### config.mk
export PLATFORM = sky130hd
export DESIGN_NAME = i2cm_reg_block
export DESIGN_NICKNAME = d
export VERILOG_FILES = /design/src/rtl/i2cm_regs_pkg.sv /design/src/rtl/i2cm_sticky_flags.sv /design/src/rtl/i2cm_soft_reset.sv /design/src/rtl/i2cm_irq_combine.sv /design/src/rtl/i2cm_reg_block.sv
export SDC_FILE = /design/constraint.sdc
export NUM_CORES = 1
export LEC_CHECK = 0
export ABC_AREA = 1
export BUFFER_PORTS_ARGS = -buffer_cell sky130_fd_sc_hd__buf_4
export CORE_MARGIN = 3
export CORE_UTILIZATION = 43
export DETAILED_ROUTE_END_ITERATION = 6
export PLACE_DENSITY_LB_ADDON = 0.25
export SETUP_SLACK_MARGIN = 0.05
export SYNTH_ARGS = -nofsm -noshare
export SYNTH_HDL_FRONTEND = slang
export SYNTH_SLANG_ARGS = --single-unit
### constraint.sdc
create_clock -name clk -period 1.85 [get_ports clk]
set_clock_uncertainty 0.1 [all_clocks]
set_input_delay 0.37 -clock clk [delete_from_list [all_inputs] [get_ports clk]]
set_output_delay 0.37 -clock clk [all_outputs]
set_load 0.05 [all_outputs]
### src/rtl/i2cm_regs_pkg.sv
package i2cm_regs_pkg;

  // status bit positions
  localparam int ST_DONE   = 0;
  localparam int ST_ARB    = 1;
  localparam int ST_NACK   = 2;
  localparam int ST_DRQ    = 3;
  localparam int ST_ACTIVE = 5;
  localparam int ST_SCL    = 6;
  localparam int ST_SDA    = 7;
  localparam int ST_RXF    = 8;
  localparam int ST_RXE    = 9;
  localparam int ST_TXF    = 10;
  localparam int ST_TXE    = 11;
  localparam int ST_W      = 12;

  // control bit positions
  localparam int CT_IE_W   = 8;
  localparam int CT_SLV    = 4;
  localparam int CT_RESET  = 8;
  localparam int CT_MODE   = 10;

  // word indices of the register map
  localparam int OFF_DATA  = 0;
  localparam int OFF_STAT  = 1;
  localparam int OFF_CTRL  = 2;
  localparam int OFF_CKLO  = 3;
  localparam int OFF_CKHI  = 4;
  localparam int OFF_OWN   = 5;
  localparam int OFF_RXLVL = 6;
  localparam int OFF_TXLVL = 7;
  localparam int OFF_RXCNT = 8;
  localparam int OFF_TXCNT = 9;

  typedef enum logic [1:0] {SR_IDLE, SR_FLUSH, SR_WAIT} srst_state_t;

  typedef struct packed {
    logic txe, txf, rxe, rxf, sda, scl, active, rsv4, drq, nack, arb, done;
  } status_t;

  // interrupt sources aligned to enable bits; slave-request enable is not a source
  function automatic logic irq_reduce(input logic [CT_IE_W-1:0] en,
                                      input logic [CT_IE_W-1:0] cond);
    logic [CT_IE_W-1:0] live;
    live = en & cond;
    live[CT_SLV] = 1'b0;
    return |live;
  endfunction

  function automatic logic [11:0] ctrl_word(input logic [CT_IE_W-1:0] ie,
                                             input logic busy, input logic mode);
    return {mode, 1'b0, busy, ie};
  endfunction

endpackage

### src/rtl/i2cm_sticky_flags.sv
module i2cm_sticky_flags (
  input  logic clk,
  input  logic rst_n,
  input  logic srst_hold,
  input  logic clr_done,
  input  logic clr_arb,
  input  logic ev_done,
  input  logic ev_arb,
  input  logic ev_nack,
  input  logic ev_start,
  output logic done_q,
  output logic arb_q,
  output logic nack_q
);

  always_ff @(posedge clk or negedge rst_n) begin
    if (!rst_n) begin
      done_q <= 1'b0;
      arb_q  <= 1'b0;
      nack_q <= 1'b0;
    end else begin
      if (ev_done) done_q <= 1'b1;
      else if (clr_done || srst_hold) done_q <= 1'b0;
      if (ev_arb) arb_q <= 1'b1;
      else if (clr_arb || srst_hold) arb_q <= 1'b0;
      if (ev_nack) nack_q <= 1'b1;
      else if (ev_start || srst_hold) nack_q <= 1'b0;
    end
  end

  assert_w1c_done_R2: assert property (@(posedge clk) disable iff (!rst_n)
    (clr_done && !ev_done) |=> !done_q);
  assert_hold_done_R2: assert property (@(posedge clk) disable iff (!rst_n)
    (!ev_done && !clr_done && !srst_hold) |=> $stable(done_q));
  assert_event_wins_R3: assert property (@(posedge clk) disable iff (!rst_n)
    (ev_arb && clr_arb) |=> arb_q);
  assert_nack_start_R4: assert property (@(posedge clk) disable iff (!rst_n)
    (ev_start && !ev_nack) |=> !nack_q);

endmodule

### src/rtl/i2cm_soft_reset.sv
module i2cm_soft_reset
  import i2cm_regs_pkg::*;
(
  input  logic clk,
  input  logic rst_n,
  input  logic start_req,
  input  logic rx_empty,
  input  logic tx_empty,
  input  logic bus_active,
  output logic busy
);

  srst_state_t state_q;
  logic        quiet;

  assign quiet = rx_empty && tx_empty && !bus_active;

  always_ff @(posedge clk or negedge rst_n) begin
    if (!rst_n) state_q <= SR_IDLE;
    else begin
      case (state_q)
        SR_IDLE:  if (start_req) state_q <= SR_FLUSH;
        SR_FLUSH: state_q <= SR_WAIT;
        SR_WAIT:  if (quiet) state_q <= SR_IDLE;
        default:  state_q <= SR_IDLE;
      endcase
    end
  end

  assign busy = (state_q != SR_IDLE);

  assert_srst_min_R7: assert property (@(posedge clk) disable iff (!rst_n)
    $rose(busy) |=> busy);
  assert_srst_wait_R7: assert property (@(posedge clk) disable iff (!rst_n)
    (state_q == SR_WAIT && !quiet) |=> busy);
  assert_srst_start_R7: assert property (@(posedge clk) disable iff (!rst_n)
    (!busy && start_req) |=> busy);

endmodule

### src/rtl/i2cm_irq_combine.sv
module i2cm_irq_combine
  import i2cm_regs_pkg::*;
(
  input  logic [CT_IE_W-1:0] ie,
  input  logic [CT_IE_W-1:0] cond,
  output logic               irq
);
  assign irq = irq_reduce(ie, cond);
endmodule

### src/rtl/i2cm_reg_block.sv
module i2cm_reg_block
  import i2cm_regs_pkg::*;
#(
  parameter int AW    = 6,
  parameter int DIV_W = 10,
  parameter int OWN_W = 7,
  parameter int LVL_W = 5,
  parameter int CNT_W = 16
) (
  input  logic             clk,
  input  logic             rst_n,
  input  logic             reg_wr,
  input  logic             reg_rd,
  input  logic [AW-1:0]    reg_addr,
  input  logic [31:0]      reg_wdata,
  output logic [31:0]      reg_rdata,
  input  logic             ev_done,
  input  logic             ev_arb_lost,
  input  logic             ev_nack,
  input  logic             ev_start,
  input  logic             data_req,
  input  logic             bus_active,
  input  logic             scl_in,
  input  logic             sda_in,
  input  logic             rx_full,
  input  logic             rx_empty,
  input  logic             tx_full,
  input  logic             tx_empty,
  input  logic [LVL_W-1:0] rx_level,
  input  logic [LVL_W-1:0] tx_level,
  input  logic [CNT_W-1:0] rx_bytes,
  input  logic [CNT_W-1:0] tx_bytes,
  input  logic [7:0]       rx_data,
  output logic             tx_push,
  output logic [9:0]       tx_word,
  output logic             rx_pop,
  output logic             fifo_flush,
  output logic [DIV_W-1:0] clk_lo_div,
  output logic [DIV_W-1:0] clk_hi_div,
  output logic [OWN_W-1:0] own_addr,
  output logic             slave_req_en,
  output logic             mode_flag,
  output logic             irq
);

  localparam int WW = AW - 2;

  logic [WW-1:0]      widx;
  logic               wr_stat, wr_ctrl, srst_busy, srst_req;
  logic               done_q, arb_q, nack_q, mode_q;
  logic [CT_IE_W-1:0] ie_q, irq_cond;
  logic [DIV_W-1:0]   lo_q, hi_q;
  logic [OWN_W-1:0]   own_q;
  status_t            stat;
  logic               unused_bits;

  assign widx        = reg_addr[AW-1:2];
  assign unused_bits = ^{reg_addr[1:0], reg_wdata[31:12], reg_wdata[9]};
  assign wr_stat     = reg_wr && (widx == WW'(OFF_STAT));
  assign wr_ctrl     = reg_wr && (widx == WW'(OFF_CTRL));
  assign srst_req    = wr_ctrl && reg_wdata[CT_RESET];
  assign tx_push     = reg_wr && (widx == WW'(OFF_DATA));
  assign tx_word     = reg_wdata[9:0];
  assign rx_pop      = reg_rd && (widx == WW'(OFF_DATA));

  always_ff @(posedge clk or negedge rst_n) begin
    if (!rst_n) begin
      ie_q   <= '0;
      mode_q <= 1'b0;
      lo_q   <= '0;
      hi_q   <= '0;
      own_q  <= '0;
    end else if (reg_wr) begin
      case (widx)
        WW'(OFF_CTRL): begin
          ie_q   <= reg_wdata[CT_IE_W-1:0];
          mode_q <= reg_wdata[CT_MODE];
        end
        WW'(OFF_CKLO): lo_q  <= reg_wdata[DIV_W-1:0];
        WW'(OFF_CKHI): hi_q  <= reg_wdata[DIV_W-1:0];
        WW'(OFF_OWN):  own_q <= reg_wdata[OWN_W-1:0];
        default: ;
      endcase
    end
  end

  i2cm_sticky_flags u_flags (
    .clk(clk), .rst_n(rst_n), .srst_hold(srst_busy),
    .clr_done(wr_stat && reg_wdata[ST_DONE]),
    .clr_arb(wr_stat && reg_wdata[ST_ARB]),
    .ev_done(ev_done), .ev_arb(ev_arb_lost), .ev_nack(ev_nack),
    .ev_start(ev_start),
    .done_q(done_q), .arb_q(arb_q), .nack_q(nack_q)
  );

  i2cm_soft_reset u_srst (
    .clk(clk), .rst_n(rst_n), .start_req(srst_req),
    .rx_empty(rx_empty), .tx_empty(tx_empty), .bus_active(bus_active),
    .busy(srst_busy)
  );

  assign irq_cond = {tx_full, !rx_empty, rx_full, 1'b0, data_req, nack_q, arb_q, done_q};

  i2cm_irq_combine u_irq (.ie(ie_q), .cond(irq_cond), .irq(irq));

  always_comb begin
    stat = '0;
    stat.done   = done_q;
    stat.arb    = arb_q;
    stat.nack   = nack_q;
    stat.drq    = data_req;
    stat.active = bus_active;
    stat.scl    = scl_in;
    stat.sda    = sda_in;
    stat.rxf    = rx_full;
    stat.rxe    = rx_empty;
    stat.txf    = tx_full;
    stat.txe    = tx_empty;
  end

  always_comb begin
    case (widx)
      WW'(OFF_DATA):  reg_rdata = 32'(rx_data);
      WW'(OFF_STAT):  reg_rdata = 32'(stat);
      WW'(OFF_CTRL):  reg_rdata = 32'(ctrl_word(ie_q, srst_busy, mode_q));
      WW'(OFF_CKLO):  reg_rdata = 32'(lo_q);
      WW'(OFF_CKHI):  reg_rdata = 32'(hi_q);
      WW'(OFF_OWN):   reg_rdata = 32'(own_q);
      WW'(OFF_RXLVL): reg_rdata = 32'(rx_level);
      WW'(OFF_TXLVL): reg_rdata = 32'(tx_level);
      WW'(OFF_RXCNT): reg_rdata = 32'(rx_bytes);
      WW'(OFF_TXCNT): reg_rdata = 32'(tx_bytes);
      default:        reg_rdata = '0;
    endcase
  end

  assign fifo_flush   = srst_busy;
  assign clk_lo_div   = lo_q;
  assign clk_hi_div   = hi_q;
  assign own_addr     = own_q;
  assign slave_req_en = ie_q[CT_SLV];
  assign mode_flag    = mode_q;

  assert_irq_quiet_R8: assert property (@(posedge clk) disable iff (!rst_n)
    (ie_q == '0) |-> !irq);
  assert_irq_done_R8: assert property (@(posedge clk) disable iff (!rst_n)
    (ie_q[ST_DONE] && done_q) |-> irq);
  assert_irq_rxavail_R9: assert property (@(posedge clk) disable iff (!rst_n)
    (ie_q[6] && !rx_empty) |-> irq);
  assert_unmapped_zero_R13: assert property (@(posedge clk) disable iff (!rst_n)
    (widx > WW'(OFF_TXCNT)) |-> (reg_rdata == '0));
  assert_flush_clears_R7: assert property (@(posedge clk) disable iff (!rst_n)
    (fifo_flush && !ev_done) |=> !done_q);

endmodule

==> impl_metrics.json <==
{
  "fin_nets": 662,
  "netlist_instances": 405,
  "stdcell_count": 634,
  "vias": 3270,
  "drv_slew": 0,
  "fin_crit_ns": 1.85,
  "drc": 0,
  "clkLatencyLatePin_ns": 0.29,
  "finalCoreUtilization_pct": 72.5,
  "tightest_slew_ns": 0.530,
  "wl_per_cell_um": 15.1,
  "drive_gt1_share_pct": 43.6,
  "clockBufferDepth": 2,
  "cts_tree": "built",
  "synth_area_leaders": "dfrtp_1 38%, nand2_1 19%, nand3_1 13%",
  "grt_max_degree": 42,
  "hold_violations": 0,
  "firstDrtPassIters": 5,
  "ys_types": 24,
  "synth_top_area_share_pct": 37.5,
  "routed_wl_um": 9580,
  "antenna_found_initial": 0,
  "setup.worst_path.end_class": "primary output",
  "numCtsBuffers": 5,
  "seq_area_frac_synth_pct": 37.5,
  "yosys.area.top_type": "dfrtp_1",
  "final_cell_mix": "142 x buf_4, 117 x nand2_1, 64 x nand3_1",
  "core_area_mm2": 0.00603,
  "setup_viol": 1,
  "initial_core_util_pct": 45.3,
  "fin_crit_sh_pct": 100,
  "antenna_left": 0,
  "critPathLaunchType": "input port",
  "grt_pass1_vias": 3092,
  "die_x_um": 85.7,
  "grt_first_pass_wirelength_um": 14700,
  "htree_levels": 2,
  "die_area_mm2": 0.00735,
  "ys_seq_elements": 41,
  "hpwl_um": 7290,
  "synth.avg_cell_area_um2": 6.75,
  "netlist_area_mm2": 0.00273,
  "io_buffer_count": 139,
  "cellLeakagePower_uw": 0.00240,
  "violations": "negative setup slack",
  "area_growth_pct": 59.9,
  "cp.arrival_ns": 1.38,
  "clock-sinks": 41,
  "min_path_type": "in -> reg",
  "antenna_cells": 0,
  "final_common_cell": "buf_4",
  "status": "finished, violations left",
  "rsz0062_at_grt": "yes",
  "relSlewSlack_pct": 64.6,
  "die_h_um": 85.7,
  "place_congestion": 0.870,
  "grt_usage_pct": 24.9,
  "required_ns": 1.38,
  "via_per_inst": 5.16,
  "finalPower_uw": 3730,
  "worst-path-max-fanout": 4,
  "power_density_mw_per_mm2": 854,
  "max_freq_mhz": 540,
  "dp.cells": 618,
  "path_class": "in -> out",
  "rows": 28,
  "worst_slack_ns": -0.00259,
  "ir_worst_vdd_mv": 0.770,
  "ios": 179,
  "grt-ovfl-total": 0,
  "cts.clk_slew.worst_paths_ns": 0.08,
  "drtIter0Drc": 151,
  "maxCapViolCount": 0,
  "yosysWarningCount": 0,
  "fill_cells": 495,
  "cts-root-buf": "clkbuf_8"
}
## through the flow
step	instance area, um^2	worst slack (ns)	hold WS [ns]	setup TNS [ns]
6_report	4370	-0.00259	0.152	-0.00259
5_1_grt	4370	-0.0342	0.154	-0.0454
4_1_cts	4200	0.0323	0.147	0
3_5_place_dp	3920	-0.146	0.281	-1.52
3_3_place_gp	3920	-0.104	0.280	-1.19
2_1_floorplan	2840	-0.0342	-0.0256	-0.0683
## cell families after synthesis
family          Yosys count  synth area share [%]
simple gates            247                  38.6
buf+inv                  74                  14.7
compound gates           42                  9.07
flops                    41                  37.5
other cells               1                 0.137
## Yosys cell counts, drive strengths merged
master	n
nand2	137
nand3	71
dfrtp	41
buf	39
o21ai	37
nor2	34
inv	31
clkbuf	3
nor3	3
a21oi	2
nand4	2
o21bai	2
a21o	1
clkinv	1
conb	1
## sequential cells by signal, summed over array words and instances, names as in the netlist
| signal | flops |
|---|---|
| clk_hi_div | 10 |
| clk_lo_div | 10 |
| ie_q | 8 |
| mode_flag | 1 |
| own_addr | 7 |
| u_flags.arb_q | 1 |
| u_flags.done_q | 1 |
| u_flags.nack_q | 1 |
| u_srst.state_q | 2 |
## worst max-delay path, stage by stage
cell     delay [ns]
buf_8          0.11
buf_6          0.12
nor2_4         0.17
nand2_2        0.11
inv_2          0.09
nand2_2        0.06
nand2_2        0.08
nor2_2         0.04
nand2_2        0.08
buf_8          0.15
## metal layers
metal  up-vias  global-route usage [%]  routed length, um
met3        20                    4.13                768
met1      1513                    31.5               3820
met2       172                    43.0               4770
li1       1565                       -                  -
met5         -                       0                  0
met4         0                    8.92                224
## where the power goes
group          total (uW)  switching (uW)  internal [uW]
clock                 633             296            337
combinational        1830            1210            620
sequential           1270             187           1080
total                3730            1690           2040
## final cells by class
class	instances	area (um^2)	share of cell area, %
Multi-Input combinational cell	305	1550	35.4
Clock buffer	7	96.3	2.20
Tap cell	75	93.8	2.15
Inverter	32	134	3.06
Timing Repair Buffer	173	1470	33.6
Clock inverter	1	5.00	0.115
Sequential cell	41	1030	23.5
## worst paths after layout
path                                   start           endpoint  slack [ns]  cells after the start
min reg2reg                u_srst.state_q[1]  u_srst.state_q[1]        0.36                      1
min in group asynchronous              rst_n        own_addr[0]        0.51                      2
max                              reg_addr[2]       reg_rdata[5]      -0.003                     10
min                                  ev_nack     u_flags.nack_q        0.15                      2
max reg2reg                u_srst.state_q[0]     u_flags.done_q        0.70                      6
max in group asynchronous              rst_n      clk_hi_div[4]        0.77                      2
## what timing repair did
action                                  in CTS  in global routing
pin swaps                                   14                 18
hold endpoints to repair                    41                  0
hold buffers                                 1                  0
gates resized for setup                     50                 39
buffers inserted                             3                  3
gates cloned                                 0                  1
endpoints found under the setup margin      17                 17
Note: power is estimated with default switching activity, not from simulation.
